## config.mk

```make
export PLATFORM = sky130hd
export DESIGN_NAME = pv_prog_ctrl
export DESIGN_NICKNAME = d
export VERILOG_FILES = /design/src/rtl/pv_pkg.sv /design/src/rtl/pv_pulse_timer.sv /design/src/rtl/pv_attempt_ctr.sv /design/src/rtl/pv_prog_ctrl.sv
export SDC_FILE = /design/constraint.sdc
export NUM_CORES = 1
export LEC_CHECK = 0
export ABC_CLOCK_PERIOD_IN_PS = 4250
export BUFFER_PORTS_ARGS = -buffer_cell sky130_fd_sc_hd__buf_2
export CAP_MARGIN = 10
export CORE_ASPECT_RATIO = 1.25
export CORE_UTILIZATION = 45
export DETAILED_ROUTE_END_ITERATION = 10
export PLACE_DENSITY = 0.73
export SLEW_MARGIN = 25
export SYNTH_ARGS = -nofsm -noshare
export SYNTH_HDL_FRONTEND = slang
export SYNTH_SLANG_ARGS = --single-unit
export TNS_END_PERCENT = 1
```

## constraint.sdc

```tcl
create_clock -name clk -period 4.25 [get_ports clk]
set_input_delay 0.425 -clock clk [delete_from_list [all_inputs] [get_ports clk]]
set_output_delay 0.425 -clock clk [all_outputs]
set_load 0.05 [all_outputs]
```

## src/rtl/pv_pkg.sv

```systemverilog
package pv_pkg;
  typedef enum logic [3:0] {
    ST_IDLE,
    ST_P_FETCH,
    ST_P_LOAD,
    ST_P_PULSE,
    ST_P_VRD,
    ST_P_VEV,
    ST_C_FETCH,
    ST_C_EV
  } pv_state_e;
endpackage

```

## src/rtl/pv_pulse_timer.sv

```systemverilog
module pv_pulse_timer #(
  parameter int PULSE_CYC = 5000
) (
  input  logic clk,
  input  logic rst,
  input  logic run_i,
  output logic last_o
);
  localparam int TW = $clog2(PULSE_CYC + 1);

  logic [TW-1:0] cnt_q;

  always_ff @(posedge clk) begin
    if (rst || !run_i) cnt_q <= '0;
    else if (last_o)   cnt_q <= '0;
    else               cnt_q <= cnt_q + 1'b1;
  end

  assign last_o = run_i && (cnt_q == TW'(PULSE_CYC - 1));

  a_r2_pulse_starts_fresh: assert property (@(posedge clk) disable iff (rst)
    $rose(run_i) |-> (cnt_q == '0));
endmodule

```

## src/rtl/pv_attempt_ctr.sv

```systemverilog
module pv_attempt_ctr #(
  parameter int MAX_PULSES = 25
) (
  input  logic clk,
  input  logic rst,
  input  logic clr_i,
  input  logic inc_i,
  output logic exhausted_o
);
  localparam int CW = $clog2(MAX_PULSES + 1);

  logic [CW-1:0] cnt_q;

  always_ff @(posedge clk) begin
    if (rst || clr_i) cnt_q <= '0;
    else if (inc_i)   cnt_q <= cnt_q + 1'b1;
  end

  assign exhausted_o = (cnt_q == CW'(MAX_PULSES));

  // no pulse may start once the budget is spent
  a_r5_budget_respected: assert property (@(posedge clk) disable iff (rst)
    inc_i |-> (cnt_q < CW'(MAX_PULSES)));
endmodule

```

## src/rtl/pv_prog_ctrl.sv

```systemverilog
module pv_prog_ctrl
  import pv_pkg::*;
#(
  parameter int ADDR_W     = 17,
  parameter int DATA_W     = 8,
  parameter int PULSE_CYC  = 5000,
  parameter int MAX_PULSES = 25
) (
  input  logic              clk,
  input  logic              rst,
  input  logic              start,
  output logic              done,
  output logic              pass,
  output logic              img_rd,
  output logic [ADDR_W-1:0] img_addr,
  input  logic [DATA_W-1:0] img_rdata,
  output logic [ADDR_W-1:0] tgt_addr,
  output logic [DATA_W-1:0] tgt_wdata,
  output logic              prog_strobe,
  output logic              tgt_rd,
  input  logic [DATA_W-1:0] tgt_rdata,
  output logic              vpp_hi
);
  localparam logic [ADDR_W-1:0] LAST_ADDR = {ADDR_W{1'b1}};

  pv_state_e         st_q;
  logic [ADDR_W-1:0] addr_q;
  logic [DATA_W-1:0] want_q;
  logic              done_q, pass_q;
  logic              pulse_last, exhausted, att_clr, att_inc;
  logic              needs_raise;

  pv_pulse_timer #(.PULSE_CYC(PULSE_CYC)) u_timer (
    .clk(clk), .rst(rst), .run_i(st_q == ST_P_PULSE), .last_o(pulse_last)
  );

  assign att_clr = (st_q == ST_P_LOAD);
  assign att_inc = pulse_last;

  pv_attempt_ctr #(.MAX_PULSES(MAX_PULSES)) u_att (
    .clk(clk), .rst(rst), .clr_i(att_clr), .inc_i(att_inc),
    .exhausted_o(exhausted)
  );

  assign needs_raise = |(img_rdata & ~tgt_rdata);

  always_ff @(posedge clk) begin
    if (rst) begin
      st_q   <= ST_IDLE;
      addr_q <= '0;
      want_q <= '0;
      done_q <= 1'b0;
      pass_q <= 1'b0;
    end else begin
      done_q <= 1'b0;
      unique case (st_q)
        ST_IDLE: if (start) begin
          addr_q <= '0;
          pass_q <= 1'b0;
          st_q   <= ST_P_FETCH;
        end
        ST_P_FETCH: st_q <= ST_P_LOAD;
        ST_P_LOAD: begin
          want_q <= img_rdata;
          if (tgt_rdata == img_rdata) begin
            if (addr_q == LAST_ADDR) begin
              addr_q <= '0;
              st_q   <= ST_C_FETCH;
            end else begin
              addr_q <= addr_q + 1'b1;
              st_q   <= ST_P_FETCH;
            end
          end else if (needs_raise) begin
            done_q <= 1'b1;
            pass_q <= 1'b0;
            st_q   <= ST_IDLE;
          end else begin
            st_q <= ST_P_PULSE;
          end
        end
        ST_P_PULSE: if (pulse_last) st_q <= ST_P_VRD;
        ST_P_VRD:   st_q <= ST_P_VEV;
        ST_P_VEV: begin
          if (tgt_rdata == want_q) begin
            if (addr_q == LAST_ADDR) begin
              addr_q <= '0;
              st_q   <= ST_C_FETCH;
            end else begin
              addr_q <= addr_q + 1'b1;
              st_q   <= ST_P_FETCH;
            end
          end else if (exhausted) begin
            done_q <= 1'b1;
            pass_q <= 1'b0;
            st_q   <= ST_IDLE;
          end else begin
            st_q <= ST_P_PULSE;
          end
        end
        ST_C_FETCH: st_q <= ST_C_EV;
        ST_C_EV: begin
          if (tgt_rdata != img_rdata) begin
            done_q <= 1'b1;
            pass_q <= 1'b0;
            st_q   <= ST_IDLE;
          end else if (addr_q == LAST_ADDR) begin
            done_q <= 1'b1;
            pass_q <= 1'b1;
            st_q   <= ST_IDLE;
          end else begin
            addr_q <= addr_q + 1'b1;
            st_q   <= ST_C_FETCH;
          end
        end
        default: st_q <= ST_IDLE;
      endcase
    end
  end

  assign done        = done_q;
  assign pass        = pass_q;
  assign img_addr    = addr_q;
  assign tgt_addr    = addr_q;
  assign tgt_wdata   = want_q;
  assign img_rd      = (st_q == ST_P_FETCH) || (st_q == ST_C_FETCH);
  assign tgt_rd      = img_rd || (st_q == ST_P_VRD);
  assign prog_strobe = (st_q == ST_P_PULSE);
  assign vpp_hi      = (st_q == ST_P_FETCH) || (st_q == ST_P_LOAD) ||
                       (st_q == ST_P_PULSE) || (st_q == ST_P_VRD) ||
                       (st_q == ST_P_VEV);

  a_r11_pulse_at_prog_level: assert property (@(posedge clk) disable iff (rst)
    prog_strobe |-> vpp_hi);
  a_r3_no_read_while_pulsing: assert property (@(posedge clk) disable iff (rst)
    !(prog_strobe && tgt_rd));
  a_r6_addr_held_in_pulse: assert property (@(posedge clk) disable iff (rst)
    (prog_strobe && $past(prog_strobe)) |-> $stable(tgt_addr));
  a_r9_done_single: assert property (@(posedge clk) disable iff (rst)
    done |=> !done);
  a_r7_raise_aborts: assert property (@(posedge clk) disable iff (rst)
    ((st_q == ST_P_LOAD) && (tgt_rdata != img_rdata) && needs_raise)
      |=> (done && !pass && !prog_strobe));
endmodule

```

# == Word level (Yosys, flattened, before mapping) ==
# Index checks and enable logic that the tools add are counted.
# word_totals
ff_bits,49
input_bits,19
out_inout_bits,48
word_cells,85
# classes
addsub,3
n_eq_ne,24
n_mux,32
bitwise_logic,2
reduce_logical,17
# op_table
operator,n
17-bit 2-to-1 mux,6
17-bit one-hot mux with 4 select lines,1
4-bit one-hot mux with 8 select lines,1
2-bit inequality test (second input constant),10
17-bit by 1-bit adder with 17-bit output (second input constant),1
17-bit equality test (second input constant),1
4-bit by 3-bit equality test with 1-bit output (second input constant),4
8-bit equality test,2
13-bit by 1-bit adder with 13-bit output (second input constant),1
13-bit equality test (second input constant),1
1-bit 2-to-1 mux,13
3-bit 2-to-1 mux,4
4-bit 2-to-1 mux,3
8-bit AND,1
4-bit by 2-bit equality test with 1-bit output (second input constant),2
1-bit logical OR,8
8-bit inequality test,1
8-bit inverter,1
8-bit OR reduction,1
7-bit AND reduction,1
6-bit AND reduction,1
5-bit by 1-bit adder with 5-bit output (second input constant),1
5-bit equality test (second input constant),1
4-bit by 1-bit equality test with 1-bit output (second input constant),1
other kinds (10),11

# == Depth between registers and ports, before layout ==
# depth
ltp_word,6
ltp_mapped,11
mapped_depth_nobuf,10

# == By module ==
# From an unflattened synthesis, not the netlist that was laid out.
# unflattened
hier_cells,359
hier_area_um2,3085.5
# modules_own_cells
mod,n_inst,cells_per_inst,area_per_inst_um2,seq_area_each_um2
pv_prog_ctrl,1,269,2247.2,600.6
pv_pulse_timer,1,64,570.5,260.2
pv_attempt_ctr,1,26,267.8,100.1

# == Worst setup path before layout ==
# No wires, ideal clock.
# synth_path
kind,reg2reg
start,"register addr_q[0], in the netlist img_addr[0]"
end,"register addr_q[7], in the netlist img_addr[7]"
setup_time_ns,0.147
arrival_ns,3.249
t_required_ns,4.103
slack_ns,0.853
stages_incl_launch_ff,12
path_buffers,1
period_less_slack_ns,3.397
cell_sequence,dfxtp_1 > ha_1 > nand3_1 > nor4_2 > and4_1 > ha_1 > nor2b_1 > a2bb2oi_2 > clkbuf_1 > a31oi_1 > o311ai_0 > o41ai_1
# synth_via
elab_chain_cells,4
elab_cells_between_ends,10
cone_classes,add/sub: 1; eq/ne: 2; mux: 6; reduce/logical: 1
# synth_rtl
element,line,rtl
from (decl),pv_prog_ctrl.sv:27,logic [ADDR_W-1:0] addr_q;
from (signal assigned),pv_prog_ctrl.sv:70,addr_q <= addr_q + 1'b1;
from (signal assigned),pv_prog_ctrl.sv:89,addr_q <= addr_q + 1'b1;
from (signal assigned),pv_prog_ctrl.sv:111,addr_q <= addr_q + 1'b1;
17-bit by 1-bit adder with 17-bit output / 17-bit equality test (equally long branches),-,
17-bit 2-to-1 mux (on tied branches),"pv_prog_ctrl.sv:106, pv_prog_ctrl.sv:66, pv_prog_ctrl.sv:85",
17-bit 2-to-1 mux (on tied branches),"pv_prog_ctrl.sv:102, pv_prog_ctrl.sv:65, pv_prog_ctrl.sv:84",
17-bit one-hot mux with 4 select lines,pv_prog_ctrl.sv:56,unique case (st_q)
# Parallel ways exist; a longest one is shown, timed or not. The select of a mux whose other input is x is not followed.
# A chain may end at the register's enable or synchronous reset.

# == Worst setup path in the final report ==
# layout_path
start,"register addr_q[0], in the netlist img_addr[0]"
end,"register addr_q[14], in the netlist img_addr[14]"
# The elaborated chain is that of the path after synthesis.

==> results.py <==
metrics = {
    "finish": {
        "final_util": 0.525,
        "antennaDiodeCount": 0,
        "post_route_cells_drive_above_1_share": 0.231,
        "syn2layout_area_growth_pct": 11.3,
        "nets": 425,
    },
    "cts": {
        "cts_resized": 0,
        "cts_root_buf": "clkbuf_8",
        "cts.clk_slew.worst_paths_ns": 0.09,
        "cts.htree.levels": 2,
        "cts_tree": "yes",
        "post-cts-setup-buffers": 0,
        "postCtsHoldBufs": 0,
        "clk_latency_ns": 0.30,
        "cts.sinks": 48,
        "numCtsBuffers": 5,
        "ctsLongestPathBuffers": 2,
    },
    "global_route": {
        "grt_usage": 0.207,
        "grt_max_degree": 32,
        "grt_overflow": 0,
        "grt_pass1_wl_um": 11300,
        "antenna_found_initial": 0,
        "first_global_vias": 2438,
    },
    "floorplan": {
        "io_pins": 67,
        "die_area_um2": 6830,
        "die-height_um": 92.1,
        "rows": 32,
        "die_w_um": 74.1,
        "start_util": 0.471,
        "core_um2": 6210,
    },
    "setup_path": {
        "cp_max_fo": 16,
        "end_kind": "register",
        "critical_path_class": "reg -> reg",
        "start_kind": "register",
        "cp.arrival_ns": 3.75,
        "worstPathRequired_ns": 4.42,
    },
    "placement": {
        "hpwl_um": 4530,
        "place.port_buffers": 66,
        "gp_congestion": 0.860,
    },
    "synth": {
        "yosysTopAreaCellShare": 0.328,
        "netlist_area_um2": 2930,
        "synth_seq_area_share": 0.328,
        "synth-seq-cells": 48,
        "synth_area_leaders": "dfxtp_1, ha_1, nor2_1",
        "yosys.cell_count.top_type": "dfxtp_1",
        "post_synth.cell_area_avg_um2": 8.31,
        "yosysUniqueCellTypes": 55,
        "synth_top_area_cell": "dfxtp_1",
        "yosysWarnings": 0,
        "syn_inst": 352,
        "netlist_top_cells_count": "dfxtp_1, nor2_1, nand2_1, buf_4",
        "synth_fp_nets": 386,
        "synthArstFlopShare": 0,
        "synth_ff_type": "dfxtp_1",
        "synth_edf_count": 0,
    },
    "drt": {
        "drt_first_pass_iters": 4,
        "ant_nets": 0,
        "wire_per_inst_um": 13.7,
        "drc_errors": 0,
        "drt_iter0_drc": 223,
        "vias_per_cell": 5.63,
        "vias": 2672,
        "totalWireLength_um": 6500,
    },
    "timing": {
        "drv_slew": 0,
        "period_share": 0.841,
        "tns_ns": 0,
        "hold_violations": 0,
        "rsz0062_at_grt": "no",
        "period_needed_ns": 3.57,
        "slew_headroom": 0.500,
        "worst_pin_slew_ns": 0.743,
        "setup_viol": 0,
        "finClkSkew_ns": 0.00803,
        "fmax_ghz": 0.280,
    },
    "power": {
        "power_density_nw_per_um2": 335,
        "leakage_nw": 1.33,
        "vdd_drop_max_mv": 0.174,
        "power.total_mw": 1.09,
    },
    "hold_path": {
        "min_path_type": "in -> reg",
    },
    "status": {
        "status": "finished, final reports clean",
    },
    "run": {
        "maxCapViolCount": 0,
    },
}
-- final cells by class --
cell class              instances  area [µm²]
well taps                      85         106
clock buffers                   5        68.8
flip-flops and latches         48         961
repair buffers                 68         345
inverters                      14        52.6
clock inverters                 1        30.0
multi-input cells             254        1690
fillers                       595        2950
-- final timing paths --
check,depth (start not counted),to,from,slack [ns]
hold / removal,3,tgt_wdata[4],img_rdata[4],0.37
setup reg to reg,9,img_addr[14],img_addr[0],0.68
hold reg to reg,1,u_timer.cnt_q[0],u_timer.cnt_q[0],0.46
setup / recovery,9,img_addr[14],img_addr[0],0.68
-- registers in the layout, summed over array words and instances (netlist names) --
signal	cells
st_q	3
tgt_wdata	8
pass	1
done	1
u_att.cnt_q	5
img_addr	17
u_timer.cnt_q	13
-- metal layers --
layer  track usage  vias up  share of wire
li1              -     1331              -
met2         0.325       91           0.46
met4        0.0785        0          0.021
met1         0.274     1236           0.46
met3        0.0396       14          0.050
met5             0        -              0
-- cells in the final DEF (no fill, tap or decap), drive strengths merged, types with 4 or more instances in the layout --
| cell type | netlist | routed |
|---|---|---|
| a21oi | 14 | 14 |
| dfxtp | 48 | 48 |
| o41ai | 9 | 9 |
| nor2 | 41 | 41 |
| ha | 15 | 15 |
| o21ai | 12 | 12 |
| buf | 26 | 68 |
| clkbuf | 10 | 5 |
| nor4 | 6 | 6 |
| or3 | 4 | 4 |
| xnor2 | 14 | 14 |
| xor2 | 9 | 9 |
| nand3 | 15 | 15 |
| a31oi | 6 | 6 |
| nand2 | 38 | 38 |
| inv | 14 | 14 |
| nand4 | 10 | 10 |
| and2 | 5 | 5 |
| o311ai | 14 | 14 |
-- report_power, final --
| part | total (mW) | switching, mW | internal (mW) |
|---|---|---|---|
| Combinational | 0.279 | 0.194 | 0.0850 |
| Clock | 0.323 | 0.154 | 0.169 |
| Sequential | 0.491 | 0.0266 | 0.464 |
| Total | 1.09 | 0.374 | 0.718 |
-- through the flow --
stage          worst slack [ns]  hold WS, ns  instances  cell area (µm²)
4_1_cts                   0.714        0.368        475             3260
6_report                  0.676        0.373        475             3260
3_3_place_gp              0.918        0.427        469             3160
5_1_grt                   0.254        0.371        475             3260
3_5_place_dp              0.763        0.441        469             3160
2_1_floorplan             0.853        0.418        352             2930
-- critical path, cell delays in order (launching register included) --
cell	delay (ns)
dfxtp_1	0.44
ha_1	0.26
nand3_1	0.15
nor4_2	0.57
and4_1	0.32
ha_1	0.24
nor2b_1	0.18
a2bb2oi_2	0.56
or3_1	0.54
o21ai_0	0.17
-- kinds of logic (layout without fill, tap and decap cells) --
group	after synthesis	in the layout	synth area share
simple gates	140	140	0.253
compound gates	73	73	0.181
mux	3	3	0.0124
xor+xnor	23	23	0.0689
fa+ha+maj	15	15	0.0642
buf+inv	50	88	0.0928
flops	48	48	0.328
No activity file was read; power rests on OpenSTA's default activity.
